## config.mk

```make
export PLATFORM = sky130hd
export DESIGN_NAME = bridge_fault_supervisor
export DESIGN_NICKNAME = d
export VERILOG_FILES = /design/src/rtl/bfs_pkg.sv /design/src/rtl/bfs_sync.sv /design/src/rtl/bfs_trip_qual.sv /design/src/rtl/bfs_clear_timer.sv /design/src/rtl/bridge_fault_supervisor.sv
export SDC_FILE = /design/constraint.sdc
export NUM_CORES = 1
export LEC_CHECK = 0
export BUFFER_PORTS_ARGS = -buffer_cell sky130_fd_sc_hd__buf_2
export CORE_ASPECT_RATIO = 1.25
export CORE_MARGIN = 4
export CORE_UTILIZATION = 50
export DETAILED_ROUTE_END_ITERATION = 8
export PLACE_DENSITY_LB_ADDON = 0.25
export RECOVER_POWER = 25
export SYNTH_ARGS = -nofsm -noshare
export SYNTH_HDL_FRONTEND = slang
export SYNTH_SLANG_ARGS = --single-unit
```

## constraint.sdc

```tcl
create_clock -name clk -period 1.4 [get_ports clk]
set_input_delay 0.07 -clock clk [delete_from_list [all_inputs] [get_ports clk]]
set_output_delay 0.07 -clock clk [all_outputs]
set_load 0.02 [all_outputs]
```

## src/rtl/bfs_pkg.sv

```systemverilog
// Shared constants for the bridge fault supervisor.
// Assumes a three-phase bridge; the phase count sizes every per-phase vector.
package bfs_pkg;
    localparam int unsigned NUM_PHASE = 3;
    typedef logic [NUM_PHASE-1:0] phase_vec_t;
endpackage

```

## src/rtl/bfs_sync.sv

```systemverilog
// Two-stage synchroniser for a vector of asynchronous level inputs.
// Assumes each bit is an independent slow level; no bus coherency is given.
// RST_VAL sets the value both stages take in reset (the safe assumption).
module bfs_sync #(
    parameter int unsigned        WIDTH   = 1,
    parameter logic [WIDTH-1:0]   RST_VAL = '0
) (
    input  logic             clk,
    input  logic             rst_n,
    input  logic [WIDTH-1:0] async_i,
    output logic [WIDTH-1:0] sync_o
);
    logic [WIDTH-1:0] stage1_q;
    logic [WIDTH-1:0] stage2_q;

    // Shift the asynchronous level through two flops.
    always_ff @(posedge clk) begin
        if (!rst_n) begin
            stage1_q <= RST_VAL;
            stage2_q <= RST_VAL;
        end else begin
            stage1_q <= async_i;
            stage2_q <= stage1_q;
        end
    end

    assign sync_o = stage2_q;
endmodule

```

## src/rtl/bfs_trip_qual.sv

```systemverilog
// Blanking filter for the synchronised trip flag.
// Asserts hit_o once the trip has been sampled high on BLANK_CYC consecutive
// edges, and holds it while the trip stays high; any low sample restarts.
module bfs_trip_qual #(
    parameter int unsigned BLANK_CYC = 8
) (
    input  logic clk,
    input  logic rst_n,
    input  logic trip_s_i,
    output logic hit_o
);
    localparam int unsigned CW   = (BLANK_CYC < 2) ? 1 : $clog2(BLANK_CYC);
    localparam logic [CW-1:0] LAST = CW'(BLANK_CYC - 1);

    logic [CW-1:0] blank_cnt;

    // Count consecutive high samples, saturating at the last window cycle.
    always_ff @(posedge clk) begin
        if (!rst_n || !trip_s_i) begin
            blank_cnt <= '0;
        end else if (blank_cnt != LAST) begin
            blank_cnt <= blank_cnt + 1'b1;
        end
    end

    assign hit_o = trip_s_i && (blank_cnt == LAST);


    blank_restart_chk: assert property (@(posedge clk) disable iff (!rst_n)
        !trip_s_i |=> (blank_cnt == '0) && !hit_o);
endmodule

```

## src/rtl/bfs_clear_timer.sv

```systemverilog
// Clear-interval timer for the overcurrent latch.
// Counts edges on which the latch is set and all low-side commands are
// inactive; done_o pulses on the CLEAR_CYC-th such consecutive edge.
module bfs_clear_timer #(
    parameter int unsigned CLEAR_CYC = 180,
    parameter int unsigned NPH       = 3
) (
    input  logic           clk,
    input  logic           rst_n,
    input  logic           latched_i,
    input  logic [NPH-1:0] lo_s_i,
    output logic           done_o
);
    localparam int unsigned CW   = (CLEAR_CYC < 2) ? 1 : $clog2(CLEAR_CYC);
    localparam logic [CW-1:0] LAST = CW'(CLEAR_CYC - 1);

    logic          all_idle;
    logic [CW-1:0] clr_cnt;

    assign all_idle = &lo_s_i;

    // Advance while the clear condition holds, restart on any break.
    always_ff @(posedge clk) begin
        if (!rst_n || !(latched_i && all_idle)) begin
            clr_cnt <= '0;
        end else if (clr_cnt != LAST) begin
            clr_cnt <= clr_cnt + 1'b1;
        end
    end

    assign done_o = latched_i && all_idle && (clr_cnt == LAST);


    clear_restart_chk: assert property (@(posedge clk) disable iff (!rst_n)
        (latched_i && !all_idle) |=> (clr_cnt == '0));

    clear_range_chk: assert property (@(posedge clk) disable iff (!rst_n)
        clr_cnt <= LAST);
endmodule

```

## src/rtl/bridge_fault_supervisor.sv

```systemverilog
// Fault supervisor for a three-phase bridge gate driver.
// Synchronises all flags, blanks the trip, latches overcurrent faults and
// releases them through a timed idle period on the low-side commands.
// Assumes undervoltage hysteresis is applied upstream of the flags.
module bridge_fault_supervisor
    import bfs_pkg::*;
#(
    parameter int unsigned BLANK_CYC = 8,
    parameter int unsigned CLEAR_CYC = 180
) (
    input  logic       clk,
    input  logic       rst_n,
    input  logic       trip_in,
    input  logic       uv_logic_in,
    input  logic [2:0] uv_hs_in,
    input  logic [2:0] lo_cmd_n,
    output logic       gate_kill,
    output logic [2:0] hs_kill,
    output logic       fault_n
);
    logic       trip_s;
    logic       uv_logic_s;
    phase_vec_t uv_hs_s;
    phase_vec_t lo_s;
    logic       trip_hit;
    logic       clr_done;
    logic       oc_latched;

    bfs_sync #(.WIDTH(1), .RST_VAL(1'b0)) trip_sync_i (
        .clk(clk), .rst_n(rst_n), .async_i(trip_in), .sync_o(trip_s));

    bfs_sync #(.WIDTH(1 + NUM_PHASE), .RST_VAL('1)) uv_sync_i (
        .clk(clk), .rst_n(rst_n), .async_i({uv_logic_in, uv_hs_in}),
        .sync_o({uv_logic_s, uv_hs_s}));

    bfs_sync #(.WIDTH(NUM_PHASE), .RST_VAL('0)) lo_sync_i (
        .clk(clk), .rst_n(rst_n), .async_i(lo_cmd_n), .sync_o(lo_s));

    bfs_trip_qual #(.BLANK_CYC(BLANK_CYC)) qual_i (
        .clk(clk), .rst_n(rst_n), .trip_s_i(trip_s), .hit_o(trip_hit));

    bfs_clear_timer #(.CLEAR_CYC(CLEAR_CYC), .NPH(NUM_PHASE)) clr_i (
        .clk(clk), .rst_n(rst_n), .latched_i(oc_latched), .lo_s_i(lo_s),
        .done_o(clr_done));

    // Overcurrent latch: set by reset or a qualified trip; set wins over clear.
    always_ff @(posedge clk) begin
        if (!rst_n || trip_hit) begin
            oc_latched <= 1'b1;
        end else if (clr_done) begin
            oc_latched <= 1'b0;
        end
    end

    // Combine latched and live conditions into the drive-disable outputs.
    always_comb begin
        gate_kill = oc_latched || uv_logic_s;
        hs_kill   = uv_hs_s | {NUM_PHASE{gate_kill}};
        fault_n   = !gate_kill;
    end


    latch_hold_chk: assert property (@(posedge clk) disable iff (!rst_n)
        (oc_latched && !(&lo_s)) |=> oc_latched);

    release_needs_idle_chk: assert property (@(posedge clk) disable iff (!rst_n)
        $fell(oc_latched) |-> $past(&lo_s));

    set_needs_trip_chk: assert property (@(posedge clk) disable iff (!rst_n)
        $rose(oc_latched) |-> $past(trip_s));
endmodule

```

# == Word level (Yosys, flattened, before mapping) ==
# Cells that the tools add are included.
# totals
register_bits,28
latch_bits,0
ramBits,0
mem_bits_ro,0
in_bits,10
output_inout_bits,5
word_cells,28
memories,0
# op_classes
n_addsub,2
mul,0
n_div,0
magnitude_cmp,0
eq_ne,4
n_shift,0
mux,0
n_bitwise,1
reduce_logical,12
# ops
operator,n
"8-bit by 1-bit adder with 8-bit output, second input constant",1
"8-bit equality test, second input constant",1
"8-bit != test, second input constant",1
1-bit zero test,4
1-bit logical OR,4
"3-bit by 1-bit adder with 3-bit output, second input constant",1
"3-bit equality test, second input constant",1
1-bit logical AND,3
"3-bit != test, second input constant",1
3-bit OR,1
3-bit AND reduction,1

# == Logic depth before layout (Yosys ltp) ==
# logic_depth
depth_word,4
ltp_mapped,4
mapped_depth_nobuf,4

# == By module ==
# A second synthesis with hierarchy kept.
# unflattened
cells_unflattened,101
hier_area_um2,1039.7
# modules_own_cells
mod,instances,cells_per_inst,area_per_inst_um2,seq_area_each_um2
bfs_clear_timer,1,48,422.9,160.2
bfs_sync at uv_sync_i,1,16,210.2,160.2
bfs_sync at lo_sync_i,1,12,157.7,120.1
bfs_trip_qual,1,13,136.4,60.1
bridge_fault_supervisor,1,8,60.1,20.0
bfs_sync at trip_sync_i,1,4,52.6,40.0

# == Worst setup path before layout ==
# No wires, ideal clock.
# synth_timing
path_kind,register to register
from,register clr_i.clr_cnt[0]
to,register oc_latched
setup_ns,0.122
t_arrival_ns,1.154
required_ns,1.278
path_slack_ns,0.125
stages_incl_launch_ff,5
path_buffers,0
synth_period_minus_slack_ns,1.275
path_cell_list,dfxtp_1 -> ha_1 -> and3_1 -> nand3_1 -> a221o_1
# synth_between
elab_chain_cells,2
# synth_lines
element,line,text
"start, declared",bfs_clear_timer.sv:18,logic [CW-1:0] clr_cnt;
"start signal, assigned",bfs_clear_timer.sv:27,clr_cnt <= clr_cnt + 1'b1;
8-bit equality test,bfs_clear_timer.sv:31,assign done_o = latched_i && all_idle && (clr_cnt == LAST);
1-bit logical AND,bfs_clear_timer.sv:31,
"end signal, assigned",bridge_fault_supervisor.sv:49,oc_latched <= 1'b1;
"end signal, assigned",bridge_fault_supervisor.sv:51,oc_latched <= 1'b0;
"end, declared",bridge_fault_supervisor.sv:27,logic oc_latched;
# No other way between the ends.
# A chain may end at the register's enable or synchronous reset.

# == Worst setup path after layout ==
# layout_timing
from,register clr_i.clr_cnt[2]
to,register clr_i.clr_cnt[0]
# layout_between
elab_chain_cells,1
# layout_lines
element,line,text
8-bit != test,bfs_clear_timer.sv:26,end else if (clr_cnt != LAST) begin
# No other way between the ends.

==> results.json <==
{
  "die_h_um": 58.56,
  "worstPathRequired_ps": 1620,
  "dr.pass1.iters": 4,
  "hold_class": "in -> reg",
  "die_area_sq_um": 2836,
  "period_minus_slack_ps": 1332,
  "timing.hold.ws_ps": 117.5,
  "max_freq_ghz": 0.7507,
  "min_from": "rst_n",
  "wl_per_cell_um": 11.83,
  "synth-seq-cells": 28,
  "core_sq_um": 1959,
  "start_util": 0.5217,
  "r2r_start": "clr_i.clr_cnt[2]",
  "drc": 0,
  "area_growth_pct": 22.28,
  "via_per_inst": 5.007,
  "synth.net_count": 110,
  "grt_max_degree": 19,
  "ff2ff_setup_slack_ps": 70,
  "nets": 139,
  "rr_worst_depth": 3,
  "ios": 15,
  "hold_depth": 3,
  "synth-async-reset-ratio": 0,
  "p_leak_nw": 0.5058,
  "synth_warnings": 0,
  "max_cap_violations": 0,
  "final_common_cell": "dfxtp_1",
  "die_x_um": 48.44,
  "gp_congestion": 0.8491,
  "setup_viol": 0,
  "antennaDiodeCount": 0,
  "stdcell_area_sq_um": 1250,
  "drtAntennaViolNets": 0,
  "numCtsBuffers": 3,
  "post-route-util": 0.6379,
  "cts_root_buffer": "clkbuf_4",
  "power_density_nw_per_um2": 1013,
  "io_buffers": 14,
  "regArea_sq_um": 560.5,
  "fillers": 161,
  "mostFrequentLayoutCells": "dfxtp_1 (28), buf_2 (14), nand2b_1 (8), dlygate4sd3_1 (8)",
  "synth-edff-count": 0,
  "rsz0062_at_grt": "false",
  "worstSetupStartpointType": "register",
  "drt_wl_total_um": 1715,
  "finalCritPeriodShare": 0.9516,
  "hpwl_um": 1189,
  "synth_flop_cell": "dfxtp_1",
  "std_cell_rows": 18,
  "grt_usage": 0.1381,
  "synth_area_sq_um": 1022,
  "gr-total-overflow": 0,
  "fin_worst_skew_ps": 10.28,
  "grt_pass1_wl_um": 3070,
  "drive_above_1_share": 0.2160,
  "worstPathMaxFanout": 7,
  "endpoint_kind": "register",
  "yosysUniqueCellTypes": 26,
  "drtIter0Drc": 9,
  "cts_tree": "built",
  "tightest_slew_ps": 328.6,
  "vias": 726,
  "grt_pass1_vias": 752,
  "synth_area_per_cell_sq_um": 10.54,
  "clock_sinks": 28,
  "path_class": "reg -> reg",
  "h-tree-depth": 1,
  "multi_input_area_sq_um": 436.7,
  "status": "finished, final reports clean",
  "max-clock-path-buffers": 2,
  "insertion_delay_ps": 330,
  "hold_viol": 0,
  "crit_arrival_ps": 1560,
  "ir_drop_mv": 0.6808,
  "antenna_found_initial": 0,
  "clk_pin_slew_ps": 150,
  "yosysSeqAreaShare": 0.5483,
  "startpoint": "clr_i.clr_cnt[2]",
  "drv_slew": 0,
  "dpl_cell_area_sq_um": 1132,
  "fin_setup_tns_ps": 0,
  "relSlewSlack": 0.7806,
  "syn_inst": 97
}
==> metrics by stage <==
stage	worst slack (ps)	cells	total power, mW
final	67.83	145	1.266
after global placement	117.2	133	0.8767
after detailed placement	78.94	133	0.8790
after global routing	14.66	145	1.326
after floorplan	124.6	97	0.8590
after CTS	68.08	145	1.276
==> area by class of cell <==
class | instances | share of cell area
Inverter | 3 | 0.009009
Tap cell | 20 | 0.02002
Multi-Input combinational cell | 64 | 0.3493
Clock buffer | 4 | 0.02903
Timing Repair Buffer | 26 | 0.1441
Sequential cell | 28 | 0.4484
==> cell usage after synthesis (2+ instances only) <==
cell type | count | share of area
mux2i_1 | 2 | 0.020
o21ai_0 | 3 | 0.015
nand2_1 | 2 | 0.0073
nor2_1 | 5 | 0.018
nor3_1 | 2 | 0.0098
inv_1 | 3 | 0.011
and2_1 | 8 | 0.049
ha_1 | 3 | 0.037
or3_1 | 6 | 0.037
dfxtp_1 | 28 | 0.55
and3_1 | 2 | 0.012
xor2_1 | 2 | 0.017
a21oi_1 | 4 | 0.020
nand2b_1 | 8 | 0.049
xnor2_1 | 2 | 0.017
nand3_1 | 7 | 0.034
==> worst paths after layout <==
path | endpoint
max | clr_i.clr_cnt[0]
min | uv_sync_i.sync_o[0]
max reg2reg | clr_i.clr_cnt[0]
min reg2reg | uv_sync_i.sync_o[0]
==> cell families (layout without fill, tap and decap cells) <==
family / Yosys count / after routing / share of synthesized area
buffers and inverters: 5 / 33 / 0.02570
muxes: 2 / 2 / 0.01958
xor gates and xnor gates: 4 / 4 / 0.03428
and+or+nand+nor: 44 / 44 / 0.2717
adders and majority gates: 3 / 3 / 0.03672
AOI/OAI and AO/OA: 11 / 11 / 0.06365
DFF: 28 / 28 / 0.5483
==> state kept, by name, summed over array words and instances, names as in the netlist <==
signal / flops
clr_i.clr_cnt: 8
lo_sync_i.stage1_q: 3
lo_sync_i.sync_o: 3
oc_latched: 1
qual_i.blank_cnt: 3
trip_sync_i.stage1_q: 1
trip_sync_i.sync_o: 1
uv_sync_i.stage1_q: 4
uv_sync_i.sync_o: 4
==> what timing repair did <==
item	4_1_cts	5_1_grt
gates resized for setup	0	1
setup endpoints to repair	0	1
hold endpoints to repair	8	0
setup buffers	0	0
hold buffers	8	0
==> worst max-delay path: stages, from the launching register on <==
cell and delay [ps]:
dfxtp_1 430, or4b_4 570, nor3_1 160, nor3_1 70
==> power breakdown <==
group	switching [mW]	leakage [nW]	internal, mW
clock network	0.228	0.0210	0.159
logic	0.0173	0.255	0.0369
registers	0.00532	0.229	0.819
==> metal layers <==
metal	vias to the layer above	global-route usage	routed length, um
met4	0	0.05929	29
met5	-	0	0
met1	327	0.1381	728
li1	385	-	-
met3	4	0.03038	52
met2	10	0.2687	903
(Power assumes the default switching activity.)
